==> config.mk <==
export PLATFORM = sky130hd
export DESIGN_NAME = wiper_step_ctrl
export DESIGN_NICKNAME = d
export VERILOG_FILES = /design/src/rtl/wsc_pkg.sv /design/src/rtl/wsc_sel_decode.sv /design/src/rtl/wsc_step_alu.sv /design/src/rtl/wsc_wiper_reg.sv /design/src/rtl/wiper_step_ctrl.sv
export SDC_FILE = /design/constraint.sdc
export NUM_CORES = 1
export LEC_CHECK = 0
export ABC_AREA = 1
export CAP_MARGIN = 20
export CORE_MARGIN = 10
export CORE_UTILIZATION = 34
export DETAILED_ROUTE_END_ITERATION = 8
export SYNTH_ARGS = -nofsm -noshare
export SYNTH_HDL_FRONTEND = slang
export SYNTH_SLANG_ARGS = --single-unit
==> constraint.sdc <==
create_clock -name clk -period 1.55 [get_ports clk]
set_input_delay 0.155 -clock clk [delete_from_list [all_inputs] [get_ports clk]]
set_output_delay 0.155 -clock clk [all_outputs]
set_load 0.03 [all_outputs]
==> src/rtl/wsc_pkg.sv <==
package wsc_pkg;
  localparam int OP_W = 3;
  typedef enum logic [OP_W-1:0] {
    OP_NOP    = 3'd0,
    OP_LOAD   = 3'd1,
    OP_UP     = 3'd2,
    OP_DOWN   = 3'd3,
    OP_DOUBLE = 3'd4,
    OP_HALVE  = 3'd5
  } wsc_op_e;
endpackage

==> src/rtl/wsc_sel_decode.sv <==
module wsc_sel_decode #(
  parameter int NUM_CH = 2,
  parameter int SEL_W  = 2
) (
  input  logic              valid,
  input  logic              all,
  input  logic [SEL_W-1:0]  sel,
  output logic [NUM_CH-1:0] en
);
  for (genvar i = 0; i < NUM_CH; i++) begin : g_en
    assign en[i] = valid && (all || (sel == SEL_W'(i)));
  end
endmodule

==> src/rtl/wsc_step_alu.sv <==
module wsc_step_alu
  import wsc_pkg::*;
#(
  parameter int CODE_W = 8
) (
  input  logic [OP_W-1:0]   op,
  input  logic [CODE_W-1:0] cur,
  input  logic [CODE_W-1:0] data,
  output logic [CODE_W-1:0] nxt
);
  localparam logic [CODE_W-1:0] FULL = {CODE_W{1'b1}};

  always_comb begin
    nxt = cur;
    case (op)
      OP_LOAD:   nxt = data;
      OP_UP:     nxt = (cur == FULL) ? FULL : cur + 1'b1;
      OP_DOWN:   nxt = (cur == '0) ? '0 : cur - 1'b1;
      OP_DOUBLE: nxt = cur[CODE_W-1] ? FULL : {cur[CODE_W-2:0], 1'b0};
      OP_HALVE:  nxt = {1'b0, cur[CODE_W-1:1]};
      default:   nxt = cur;
    endcase
  end
endmodule

==> src/rtl/wsc_wiper_reg.sv <==
module wsc_wiper_reg
  import wsc_pkg::*;
#(
  parameter int CODE_W = 8
) (
  input  logic              clk,
  input  logic              rst,
  input  logic              en,
  input  logic [OP_W-1:0]   op,
  input  logic [CODE_W-1:0] data,
  input  logic [CODE_W-1:0] nxt,
  output logic [CODE_W-1:0] code
);
  localparam logic [CODE_W-1:0] FULL = {CODE_W{1'b1}};
  localparam logic [CODE_W-1:0] MID  = CODE_W'(1) << (CODE_W - 1);

  always_ff @(posedge clk) begin
    if (rst)     code <= MID;
    else if (en) code <= nxt;
  end

  AST_RESET_MID: assert property (@(posedge clk) rst |=> code == MID);
  AST_LOAD_DATA: assert property (@(posedge clk) disable iff (rst)
    (en && op == OP_LOAD) |=> code == $past(data));
  AST_UP_ONE: assert property (@(posedge clk) disable iff (rst)
    (en && op == OP_UP && code != FULL) |=> code == $past(code) + 1'b1);
  AST_UP_SAT: assert property (@(posedge clk) disable iff (rst)
    (en && op == OP_UP && code == FULL) |=> code == FULL);
  AST_DOWN_FLOOR: assert property (@(posedge clk) disable iff (rst)
    (en && op == OP_DOWN && code == '0) |=> code == '0);
  AST_HALVE_SHIFT: assert property (@(posedge clk) disable iff (rst)
    (en && op == OP_HALVE) |=> code == ($past(code) >> 1));
  AST_DOUBLE_SAT: assert property (@(posedge clk) disable iff (rst)
    (en && op == OP_DOUBLE && code[CODE_W-1]) |=> code == FULL);
  AST_IDLE_HOLD: assert property (@(posedge clk) disable iff (rst)
    !en |=> $stable(code));
  AST_BAD_OP_HOLD: assert property (@(posedge clk) disable iff (rst)
    (en && op > OP_HALVE) |=> $stable(code));
endmodule

==> src/rtl/wiper_step_ctrl.sv <==
module wiper_step_ctrl
  import wsc_pkg::*;
#(
  parameter int CODE_W = 8,
  parameter int NUM_CH = 2,
  parameter int SEL_W  = 2
) (
  input  logic                     clk,
  input  logic                     rst,
  input  logic                     cmd_valid,
  input  logic [2:0]               cmd_op,
  input  logic [SEL_W-1:0]         cmd_sel,
  input  logic                     cmd_all,
  input  logic [CODE_W-1:0]        cmd_data,
  output logic [NUM_CH*CODE_W-1:0] wiper_codes
);
  localparam int TOT_W = NUM_CH * CODE_W;

  logic [NUM_CH-1:0] ch_en;

  wsc_sel_decode #(.NUM_CH(NUM_CH), .SEL_W(SEL_W)) u_dec (
    .valid(cmd_valid), .all(cmd_all), .sel(cmd_sel), .en(ch_en)
  );

  for (genvar c = 0; c < NUM_CH; c++) begin : g_ch
    logic [CODE_W-1:0] cur;
    logic [CODE_W-1:0] nxt;

    wsc_step_alu #(.CODE_W(CODE_W)) u_alu (
      .op(cmd_op), .cur(cur), .data(cmd_data), .nxt(nxt)
    );

    wsc_wiper_reg #(.CODE_W(CODE_W)) u_reg (
      .clk(clk), .rst(rst), .en(ch_en[c]), .op(cmd_op),
      .data(cmd_data), .nxt(nxt), .code(cur)
    );

    assign wiper_codes[c*CODE_W +: CODE_W] = cur;
  end

  AST_UNMAPPED_SEL: assert property (@(posedge clk) disable iff (rst)
    (cmd_valid && !cmd_all && cmd_sel >= SEL_W'(NUM_CH)) |=> $stable(wiper_codes));
  AST_NO_CMD_HOLD: assert property (@(posedge clk) disable iff (rst)
    !cmd_valid |=> $stable(wiper_codes));
  AST_ALL_LOCKSTEP: assert property (@(posedge clk) disable iff (rst)
    (cmd_valid && cmd_all && cmd_op == OP_LOAD) |=>
      wiper_codes == {NUM_CH{$past(cmd_data)}});
  AST_CMD_VISIBLE: assert property (@(posedge clk) disable iff (rst)
    (cmd_valid && cmd_all && cmd_op == OP_LOAD && $past(wiper_codes) != TOT_W'(0)
     && cmd_data != wiper_codes[CODE_W-1:0]) |=> !$stable(wiper_codes));
endmodule

==> results_dict.tcl <==
set metrics [dict create \
    critical_path.startpoint_type "flop" \
    holdBufCountCts 0 \
    relSlewSlack_pct 73.5 \
    reg2reg_depth 8 \
    dr.pass1.iters 4 \
    num-fill-cells 533 \
    hpwl_um 4890 \
    ys_types 29 \
    synth_mux_area_share_pct 0 \
    skew_ns 0.00181 \
    grtUsageTotal_pct 14.0 \
    num_antenna_cells 0 \
    totalPowerFinal_uw 1520 \
    ctsHtreeMaxLevel 1 \
    synth_fa_ha_area_share_pct 4.01 \
    place_inst 459 \
    drive_gt1_share_pct 19.3 \
    dieArea_um2 8870 \
    path_class "reg -> out" \
    hold_depth 3 \
    synth_top_area_share_pct 19.3 \
    cts_root_buffer "clkbuf_8" \
    netlist_top_cells_area "nand2_1, dfxtp_1, o21ai_0, nor2_1, nand3_1" \
    critPathTopFamily "buffers and inverters" \
    ys.warnings.count 0 \
    largest_register_ffs 16 \
    area_delta_synth_final_pct 39.0 \
    yosys.area_share.simple_pct 50.0 \
    finalWirelength_um 6160 \
    synth-compound-area-share_pct 15.3 \
    synth_seq_cells 16 \
    grt_overflow 0 \
    syn_nets 357 \
    hold_ws_ns 0.545 \
    min_path_type "in -> reg" \
    finalMaxSlewViolations 0 \
    grt_start_max_net_pins 16 \
    place.gp.congestion 0.853 \
    tns_ns 0 \
    cts_tree "done" \
    worst-path-stages 1 \
    path_max_fanout 5 \
    cts_buffer_depth 2 \
    num_rows 26 \
    synth-xor-area-share_pct 2.34 \
    max_stage_delay_ns 0.69 \
    vias 2335 \
    numCtsBuffers 3 \
    avgViaCountPerCell 5.04 \
    synth_top_family_by_area "simple AND/OR/NAND/NOR gates" \
    post-route-min-period_ns 1.50 \
    seqCellArea_um2 330 \
    ir_drop_mv 0.313 \
    antenna_found_initial 0 \
    die_h_um 94.2 \
    io_pins 33 \
    top_register "g_ch.u_reg.code" \
    setup_viol_count_final 0 \
    wl_per_cell_um 13.3 \
    drt_drc_violations_left 0 \
    synth_top_area_cell "nand2_1" \
    crit_chain "clkdlybuf4s50_1" \
    initial_core_util_pct 35.9 \
    synthCells 334 \
    leakage_uw 0.00132 \
    power.density_nw_per_um2 583 \
    crit_slowest_cell "clkdlybuf4s50_1" \
    multi_input_area_um2 1390 \
    cap_violations 0 \
    min_period_over_period_pct 96.6 \
    cts_num_sinks 16 \
    cp-end-kind "primary output" \
    worstPathRequired_ns 1.39 \
    utilization_pct 50.0 \
    yosysSeqAreaShare_pct 17.1 \
    grt_pass1_vias 2136 \
    tightest_slew_ns 0.398 \
    coreArea_um2 5200 \
    cp.arrival_ns 1.34 \
    biggestRegsByFlops "g_ch.u_reg.code: 16 flops" \
    crit_buf_inv 1 \
    outcome "completed" \
    ant_nets 0 \
    portBuffers 32 \
    timing.fmax_mhz 668 \
    layoutNonFillerInstCount 463 \
    netlist_area_um2 1870 \
    insertion_delay_ns 0.25 \
    drtIter0Drc 214 \
    finalHoldViolCount 0 \
    syn-mean-instance-area_um2 5.60 \
    nets 418 \
    die_w_um 94.2 \
    grt_pass1_wl_um 10300 \
    path_clk_slew_ns 0.07 \
]
==> through the flow <==
stage / area [um2] / setup slack [ns]
3_3_place_gp: 2490 / -0.198
6_report: 2600 / 0.0522
3_5_place_dp: 2490 / -0.201
4_1_cts: 2520 / 0.0309
5_1_grt: 2600 / -0.0180
2_1_floorplan: 1870 / -0.0198
==> synthesized netlist by cell type (all sizes together) <==
| master | instances |
|---|---|
| buf | 10 |
| nor2 | 51 |
| nor3 | 9 |
| nand3 | 33 |
| nand2 | 100 |
| a21boi | 1 |
| o21ai | 46 |
| clkinv | 1 |
| nand3b | 4 |
| nand4 | 7 |
| xor2 | 5 |
| a21oi | 7 |
| o22ai | 2 |
| clkbuf | 3 |
| nor3b | 1 |
| ha | 6 |
| inv | 32 |
| dfxtp | 16 |
==> placed cells by master, fill, tap and decap left out, types with 3 or more instances in the layout <==
cell / instances
nor2_1: 39
dlygate4sd2_1: 14
nor2_4: 6
nand3_1: 31
buf_12: 3
ha_1: 6
dfxtp_2: 5
nand4_1: 7
nor3_2: 3
dlymetal6s2s_1: 3
inv_1: 27
o21ai_0: 43
nor3_1: 6
buf_4: 34
a21oi_1: 7
nor2_2: 6
nand2_1: 95
o21ai_1: 3
xor2_1: 5
inv_2: 5
clkdlybuf4s50_1: 15
dfxtp_1: 10
clkbuf_8: 3
nand2_2: 4
==> power by group <==
group	switching, uW	internal [uW]	total, uW	leakage (uW)
combinational	387	286	673	0.00116
sequential	61.0	444	505	0.000134
clock	165	173	338	0.0000216
total	613	903	1520	0.00132
==> logic make-up after synthesis <==
| group | after synthesis |
|---|---|
| and+or+nand+nor | 205 |
| DFF | 16 |
| AOI/OAI and AO/OA | 56 |
| buffers and inverters | 46 |
| adders and majority gates | 6 |
| xor gates and xnor gates | 5 |
==> metal layers <==
metal / up-vias / part of all wire (%) / global-route usage, %
li1: 1210 / - / -
met1: 1064 / 48 / 19.3
met2: 59 / 46 / 22.0
met3: 2 / 5.7 / 1.84
met4: 0 / 0.58 / 3.80
met5: - / 0 / 0
==> final timing paths <==
path	to	start	slack, ns
worst min register to register	g_ch[1].u_reg.code[1]	g_ch[1].u_reg.code[1]	0.60
worst max register to register	g_ch[0].u_reg.code[6]	g_ch[0].u_reg.code[1]	0.12
worst min-delay path	g_ch[0].u_reg.code[7]	rst	0.55
worst max-delay path	wiper_codes[1]	g_ch[0].u_reg.code[1]	0.05
==> layout make-up <==
type                    count  area share [%]
multi-input cells         272            53.5
flip-flops and latches     16            12.7
repair buffers             69            24.1
clock buffers               3            1.59
inverters                  33            4.81
well taps                  70            3.37
==> what timing repair did <==
item / CTS / global route
pin swaps: 0 / 2
setup buffers: 0 / 1
endpoints found under the hold margin: 0 / 0
gates resized for setup: 14 / 22
endpoints found under the setup margin: 14 / 17
==> worst min-delay path: stages <==
cell	delay, ns
clkdlybuf4s50_1	0.51
a21oi_1	0.05
nand2_1	0.06
Power figures use the tool's default switching activity.
